File: config.mk
export PLATFORM = sky130hd
export DESIGN_NAME = clkdiv_top
export DESIGN_NICKNAME = d
export VERILOG_FILES = /design/src/rtl/clkdiv_pkg.sv /design/src/rtl/clkdiv_prescale.sv /design/src/rtl/clkdiv_lane.sv /design/src/rtl/clkdiv_top.sv
export SDC_FILE = /design/constraint.sdc
export NUM_CORES = 1
export LEC_CHECK = 0
export BUFFER_PORTS_ARGS = -buffer_cell sky130_fd_sc_hd__buf_4
export CAP_MARGIN = 30
export CELL_PAD_IN_SITES_DETAIL_PLACEMENT = 1
export CELL_PAD_IN_SITES_GLOBAL_PLACEMENT = 1
export CORE_ASPECT_RATIO = 0.8
export CORE_MARGIN = 2
export CORE_UTILIZATION = 36
export CTS_CLUSTER_SIZE = 12
export DETAILED_ROUTE_END_ITERATION = 8
export GPL_TIMING_DRIVEN = 0
export PLACE_DENSITY_LB_ADDON = 0.3
export SLEW_MARGIN = 20
export SYNTH_ARGS = -nofsm -noshare
export SYNTH_HDL_FRONTEND = slang
export SYNTH_SLANG_ARGS = --single-unit
File: constraint.sdc
create_clock -name clk_src_i -period 3.2 [get_ports clk_src_i]
set_clock_uncertainty 0.1 [all_clocks]
set_input_delay 0.96 -clock clk_src_i [delete_from_list [all_inputs] [get_ports clk_src_i]]
set_output_delay 0.96 -clock clk_src_i [all_outputs]
set_load 0.01 [all_outputs]
File: src/rtl/clkdiv_pkg.sv
package clkdiv_pkg;

    // Width of a half-period counter; ratios up to 2*(2**HALF_W-1) fit.
    localparam int HALF_W = 4;

    typedef struct packed {
        logic [HALF_W-1:0] hc;    // ticks spent in the current half period
        logic              lv;    // free-running divided level
        logic              gate;  // stop latched for this bank
        logic              out;   // registered, gated output
    } lane_state_t;

endpackage

File: src/rtl/clkdiv_prescale.sv
module clkdiv_prescale #(
    parameter int PRE_LO = 2,
    parameter int PRE_HI = 4
) (
    input  logic clk_i,
    input  logic rst_n_i,
    input  logic sel_i,
    output logic tick_o
);
    localparam int PW = (PRE_HI > 2) ? $clog2(PRE_HI) : 1;
    localparam logic [PW-1:0] LIM_LO = PW'(PRE_LO - 1);
    localparam logic [PW-1:0] LIM_HI = PW'(PRE_HI - 1);

    typedef struct packed {
        logic [PW-1:0] pc;
    } pre_state_t;

    pre_state_t s_d, s_q;
    logic [PW-1:0] lim;

    always_comb begin
        lim    = sel_i ? LIM_HI : LIM_LO;
        tick_o = (s_q.pc >= lim);
        s_d    = s_q;
        if (tick_o) s_d.pc = '0;
        else        s_d.pc = s_q.pc + PW'(1);
    end

    always_ff @(posedge clk_i or negedge rst_n_i) begin
        if (!rst_n_i) s_q <= '0;
        else          s_q <= s_d;
    end

    // With a prescale of at least 2, two ticks are never adjacent.
    assert_tick_spacing_R2: assert property (@(posedge clk_i) disable iff (!rst_n_i)
        tick_o |=> !tick_o);

endmodule

File: src/rtl/clkdiv_lane.sv
module clkdiv_lane
    import clkdiv_pkg::*;
#(
    parameter bit HAS_STOP = 1'b1
) (
    input  logic              clk_i,
    input  logic              rst_n_i,
    input  logic              tick_i,
    input  logic [HALF_W-1:0] half_i,
    input  logic              stop_i,
    output logic              clk_o
);
    lane_state_t s_d, s_q;
    logic        wrap;

    always_comb begin
        s_d  = s_q;
        wrap = (s_q.hc >= (half_i - HALF_W'(1)));
        if (tick_i) begin
            if (wrap) begin
                s_d.hc = '0;
                s_d.lv = ~s_q.lv;
            end else begin
                s_d.hc = s_q.hc + HALF_W'(1);
            end
        end
        if (HAS_STOP) begin
            // The stop request is only taken while the next level is low.
            s_d.gate = s_d.lv ? s_q.gate : stop_i;
        end else begin
            s_d.gate = 1'b0;
        end
        s_d.out = s_d.lv & ~s_d.gate;
    end

    // The counter resets to all ones so that the first tick flips the level high.
    always_ff @(posedge clk_i or negedge rst_n_i) begin
        if (!rst_n_i) begin
            s_q.hc   <= '1;
            s_q.lv   <= 1'b0;
            s_q.gate <= 1'b0;
            s_q.out  <= 1'b0;
        end else begin
            s_q <= s_d;
        end
    end

    assign clk_o = s_q.out;

    assert_level_on_tick_R7: assert property (@(posedge clk_i) disable iff (!rst_n_i)
        !$stable(s_q.lv) |-> $past(tick_i));

    assert_gate_moves_low_R9: assert property (@(posedge clk_i) disable iff (!rst_n_i)
        !$stable(s_q.gate) |-> !s_q.out);

    assert_stopped_low_R9: assert property (@(posedge clk_i) disable iff (!rst_n_i)
        s_q.gate |-> !clk_o);

    assert_rise_on_grid_R10: assert property (@(posedge clk_i) disable iff (!rst_n_i)
        $rose(clk_o) |-> $rose(s_q.lv));

endmodule

File: src/rtl/clkdiv_top.sv
module clkdiv_top
    import clkdiv_pkg::*;
#(
    parameter int PRE_LO  = 2,
    parameter int PRE_HI  = 4,
    parameter int DIV_A0  = 2,
    parameter int DIV_A1  = 4,
    parameter int DIV_B0  = 2,
    parameter int DIV_B1  = 4,
    parameter int DIV_C0  = 4,
    parameter int DIV_C1  = 6,
    parameter int DIV_F0  = 4,
    parameter int DIV_F1  = 6,
    parameter int DIV_F2  = 8,
    parameter int DIV_F3  = 12
) (
    input  logic       clk_src_i,
    input  logic       mr_oe_n_i,
    input  logic       pre_sel_i,
    input  logic       a_sel_i,
    input  logic       b_sel_i,
    input  logic       c_sel_i,
    input  logic [1:0] fb_sel_i,
    input  logic       stop_a_i,
    input  logic       stop_b_i,
    input  logic       stop_c_i,
    output logic       clk_a_o,
    output logic       clk_b_o,
    output logic       clk_c_o,
    output logic       clk_fb_o
);
    localparam int NUM_LANES = 4;
    localparam int NUM_BANKS = 3;

    localparam logic [HALF_W-1:0] HA0 = HALF_W'(DIV_A0 / 2);
    localparam logic [HALF_W-1:0] HA1 = HALF_W'(DIV_A1 / 2);
    localparam logic [HALF_W-1:0] HB0 = HALF_W'(DIV_B0 / 2);
    localparam logic [HALF_W-1:0] HB1 = HALF_W'(DIV_B1 / 2);
    localparam logic [HALF_W-1:0] HC0 = HALF_W'(DIV_C0 / 2);
    localparam logic [HALF_W-1:0] HC1 = HALF_W'(DIV_C1 / 2);
    localparam logic [HALF_W-1:0] HF0 = HALF_W'(DIV_F0 / 2);
    localparam logic [HALF_W-1:0] HF1 = HALF_W'(DIV_F1 / 2);
    localparam logic [HALF_W-1:0] HF2 = HALF_W'(DIV_F2 / 2);
    localparam logic [HALF_W-1:0] HF3 = HALF_W'(DIV_F3 / 2);

    logic                              tick;
    logic [NUM_LANES-1:0][HALF_W-1:0]  half;
    logic [NUM_LANES-1:0]              stop;
    logic [NUM_LANES-1:0]              lane_clk;

    always_comb begin
        half[0] = a_sel_i ? HA1 : HA0;
        half[1] = b_sel_i ? HB1 : HB0;
        half[2] = c_sel_i ? HC1 : HC0;
        unique case (fb_sel_i)
            2'b00:   half[3] = HF0;
            2'b01:   half[3] = HF1;
            2'b10:   half[3] = HF2;
            default: half[3] = HF3;
        endcase
        stop = {1'b0, stop_c_i, stop_b_i, stop_a_i};
    end

    clkdiv_prescale #(
        .PRE_LO (PRE_LO),
        .PRE_HI (PRE_HI)
    ) i_prescale (
        .clk_i   (clk_src_i),
        .rst_n_i (mr_oe_n_i),
        .sel_i   (pre_sel_i),
        .tick_o  (tick)
    );

    // Banks carry a stop gate; the feedback lane is built without one.
    for (genvar g = 0; g < NUM_LANES; g++) begin : g_lane
        clkdiv_lane #(
            .HAS_STOP (g < NUM_BANKS)
        ) i_lane (
            .clk_i   (clk_src_i),
            .rst_n_i (mr_oe_n_i),
            .tick_i  (tick),
            .half_i  (half[g]),
            .stop_i  (stop[g]),
            .clk_o   (lane_clk[g])
        );
    end

    assign clk_a_o  = lane_clk[0];
    assign clk_b_o  = lane_clk[1];
    assign clk_c_o  = lane_clk[2];
    assign clk_fb_o = lane_clk[3];

    always @(posedge clk_src_i) begin
        if (!mr_oe_n_i) begin
            assert_reset_low_R1: assert (lane_clk == '0);
        end
    end

    // The feedback lane has no stop, so it only rises when its level does.
    assert_fb_after_tick_R11: assert property (@(posedge clk_src_i) disable iff (!mr_oe_n_i)
        $rose(clk_fb_o) |-> $past(tick));

endmodule

==> impl_results.rst <==
.. list-table::
   :header-rows: 1

   * - Metric
     - Value
   * - Result of the run
     - complete, no violations
   * - Number of buffers inserted for hold repair after clock tree synthesis
     - 0
   * - Global placer's final weighted congestion
     - 0.718
   * - Largest net degree at the start of global routing
     - 29
   * - Required time at the worst-slack endpoint
     - 3260 ps
   * - Vias
     - 939
   * - Max rail drop VDD
     - 0.321 mV
   * - Primary FF master, synth
     - dfstp_2
   * - Clk Latency, worst-skew pair
     - 270 ps
   * - Post-CTS setup buffer count
     - 0
   * - Wire length after detailed routing
     - 2500 um
   * - Clock Path Buffers
     - 2
   * - Worst R2R End
     - g_lane[2].i_lane.s_q[1]
   * - Highest Clock Rate
     - 0.391 GHz
   * - WHS Path Cells
     - 1
   * - # rows
     - 20
   * - Leading cell types in the layout, fill and taps excluded
     - ha_1 (16), dfstp_2 (16), nand2_1 (14), buf_4 (14), inv_1 (13)
   * - First DRT Iteration DRCs
     - 40
   * - Cell Chain, Critical Path
     - buf_4 -> inv_1 -> ha_1 -> nand2b_4 -> a2111o_1 -> and2_4 -> xnor2_4 -> mux2_4
   * - Highest cell delay on the worst timing path
     - 440 ps
   * - Port bufs
     - 14
   * - Count of mapped cells out of synthesis
     - 128
   * - Global-route wire length before repair
     - 4530 um
   * - Length of the first detailed-routing pass in iterations
     - 4
   * - Number of global-route vias before repair
     - 988
   * - Setup tns final
     - 0 ps
   * - Critical Path Sink Type
     - flop
   * - Minimum hold slack
     - 329 ps
   * - Setup Crit Path Kind
     - primary input to flop
   * - Max-slew headroom at the worst pin
     - 57.9%
   * - Share of layout cells above drive strength 1
     - 28.1%
   * - Top-area cell type share of the netlist area
     - 30.0%
   * - Actual slew at the worst max-slew pin
     - 631 ps
   * - Synth Area per Inst
     - 10.9 um2
   * - All-Layer GR Usage
     - 13.8%
   * - Highest net fanout along the worst path
     - 3
   * - Antenna violations before repair
     - 0
   * - I/O pin total
     - 15
   * - Y dimension of the die
     - 59.8 um
   * - Start point of the worst min-delay path
     - g_lane[1].i_lane.s_q[1]
   * - Starting Density
     - 37.3%
   * - Max-slew violation count
     - 0
   * - Total CTS buffers
     - 3
   * - Static Leak
     - 0.756 nW
   * - Final period demand of the worst path
     - 2560 ps
   * - Setup slack of the most critical reg-to-reg path
     - 880 ps
   * - Library cells used by synthesis
     - 28
   * - EDFF count, synth
     - 0
   * - Element type at the critical path start
     - primary input
   * - Cell count after placement
     - 186
   * - Area of the core region
     - 3750 um2
   * - Post-detailed-placement half-perimeter wirelength
     - 1890 um
   * - Part of the Yosys area used for sequential elements
     - 51.5%
   * - Data arrival time of the critical path
     - 2620 ps
   * - Setup repair after global routing missed its margin
     - no
   * - Antenna cells
     - 0
   * - Async set or reset register ratio after synthesis
     - 100%
   * - Synth Cell Area
     - 1400 um2
   * - TritonCTS Sinks
     - 28
   * - Number of antenna-violating nets in the routed design
     - 0
   * - Number of remaining DRC errors
     - 0
   * - Total power divided by cell area
     - 902 nW/um2
   * - Vias/cell
     - 4.94
   * - Die area
     - 4410 um2
   * - Fillers
     - 412
   * - Hold path endpoint
     - g_lane[1].i_lane.clk_o
   * - Synth area leader
     - dfstp_2
   * - Post-synthesis net count
     - 155
   * - Post-route fraction of the period consumed by the critical path
     - 79.9%
   * - Number of storage elements in the synthesis netlist
     - 28
   * - Hold WC Path Type
     - flop to flop
   * - Count of non-filler cells in the finished layout
     - 190
   * - DR WL/cell
     - 13.2 um
   * - Count of endpoints failing hold in the final timing report
     - 0
   * - Clock-pin slew on the worst setup and hold paths
     - 90 ps
   * - Die X-Extent
     - 73.7 um
   * - Number of gates resized after cts
     - 0
   * - Power after layout
     - 1.46 mW
   * - Maximum level of the CTS H-tree
     - 1
   * - Reported max-cap violation count
     - 0
   * - Count of cells along the worst register-to-register path
     - 7
   * - Startpoint of the lowest-slack register-to-register path
     - g_lane[2].i_lane.s_q[3]
   * - Worst-path cell with the longest stage delay
     - a2111o_1
   * - Final Setup Violations
     - 0
   * - Root buffer selected by CTS
     - clkbuf_8
   * - Global route overflow
     - 0
   * - Warning count from the yosys run
     - 0
   * - Top cells by area in the synthesized netlist
     - dfstp_2 (30%), dfrtp_1 (21%), ha_1 (14%)
   * - Net count, final
     - 174
   * - Layout Area Growth over Synthesis
     - 15.4%
   * - TritonCTS clock tree
     - yes
## worst max path at each step
| stage | cells after the start | slack, ps | to | from |
|---|---|---|---|---|
| final | 8 | 640 | g_lane[2].i_lane.s_q[1] | c_sel_i |
| after global routing | 8 | 600 | g_lane[2].i_lane.s_q[1] | c_sel_i |
| after CTS | 8 | 640 | g_lane[2].i_lane.s_q[1] | c_sel_i |
| after detailed placement | 8 | 350 | g_lane[2].i_lane.s_q[1] | c_sel_i |
| after global placement | 8 | 390 | g_lane[2].i_lane.s_q[1] | c_sel_i |
| after floorplan | 7 | 530 | g_lane[2].i_lane.s_q[1] | c_sel_i |
## layer usage
metal	GRT usage [%]	routed length, um
met1	16.7	1120
met2	24.2	1280
met3	4.05	84
met4	3.12	14
met5	0	0
## cells in the mapped netlist (2+ instances only)
cell and number:
dfrtp_1 12, and2_1 4, a21oi_1 6, clkbuf_1 2, nand3b_1 2, mux2_2 2, ha_1 16, xnor2_1 3
o21ai_0 11, dfstp_2 16, or3_1 3, a21o_1 2, nor3_1 3, nor2_1 7, inv_1 13, nand2_1 14
## cells by family after synthesis
group / share of synthesized area (%)
mux: 2.68
flops: 51.5
buf+inv: 4.02
simple gates: 14.5
compound gates: 8.31
xor+xnor: 4.47
other cells: 0.268
fa+ha+maj: 14.3
## state kept, by name, summed over array words and instances (netlist names)
name	flops
g_lane.i_lane.clk_o	3
g_lane.i_lane.s_q	23
i_prescale.s_q	2
## through the flow
stage                     utilization [%]  cell area (um2)  setup slack (ps)
after floorplan                         -             1400               529
after global placement               41.6             1560               394
after detailed placement             41.6             1560               348
after CTS                            43.0             1620               639
after global routing                 43.0             1620               598
final                                43.0             1620               643
## worst max-delay path, delay by kind of cell
| kind | cells | cell delay (ps) |
|---|---|---|
| AND/OR/NAND/NOR | 2 | 330 |
| multiplexers | 1 | 320 |
| buffers and inverters | 2 | 180 |
| adder cells (fa/ha/maj) | 1 | 230 |
| AO/OA/AOI/OAI | 1 | 440 |
| XOR/XNOR | 1 | 160 |
## power by group
group	total (mW)	internal [mW]	leakage [nW]	switching [mW]
clock network	0.212	0.110	0.0288	0.102
logic	0.625	0.291	0.416	0.334
registers	0.621	0.530	0.311	0.0909
total	1.46	0.931	0.756	0.527
## layout make-up
class | count | area (um2) | area share (%)
multi-input combinational | 85 | 623 | 38.6
sequential | 28 | 721 | 44.6
tap | 44 | 55.1 | 3.41
buffer | 2 | 7.51 | 0.465
timing repair buffer | 14 | 105 | 6.51
clock buffer | 4 | 55.1 | 3.41
inverter | 13 | 48.8 | 3.02
No activity file was read; power rests on OpenSTA's default activity.
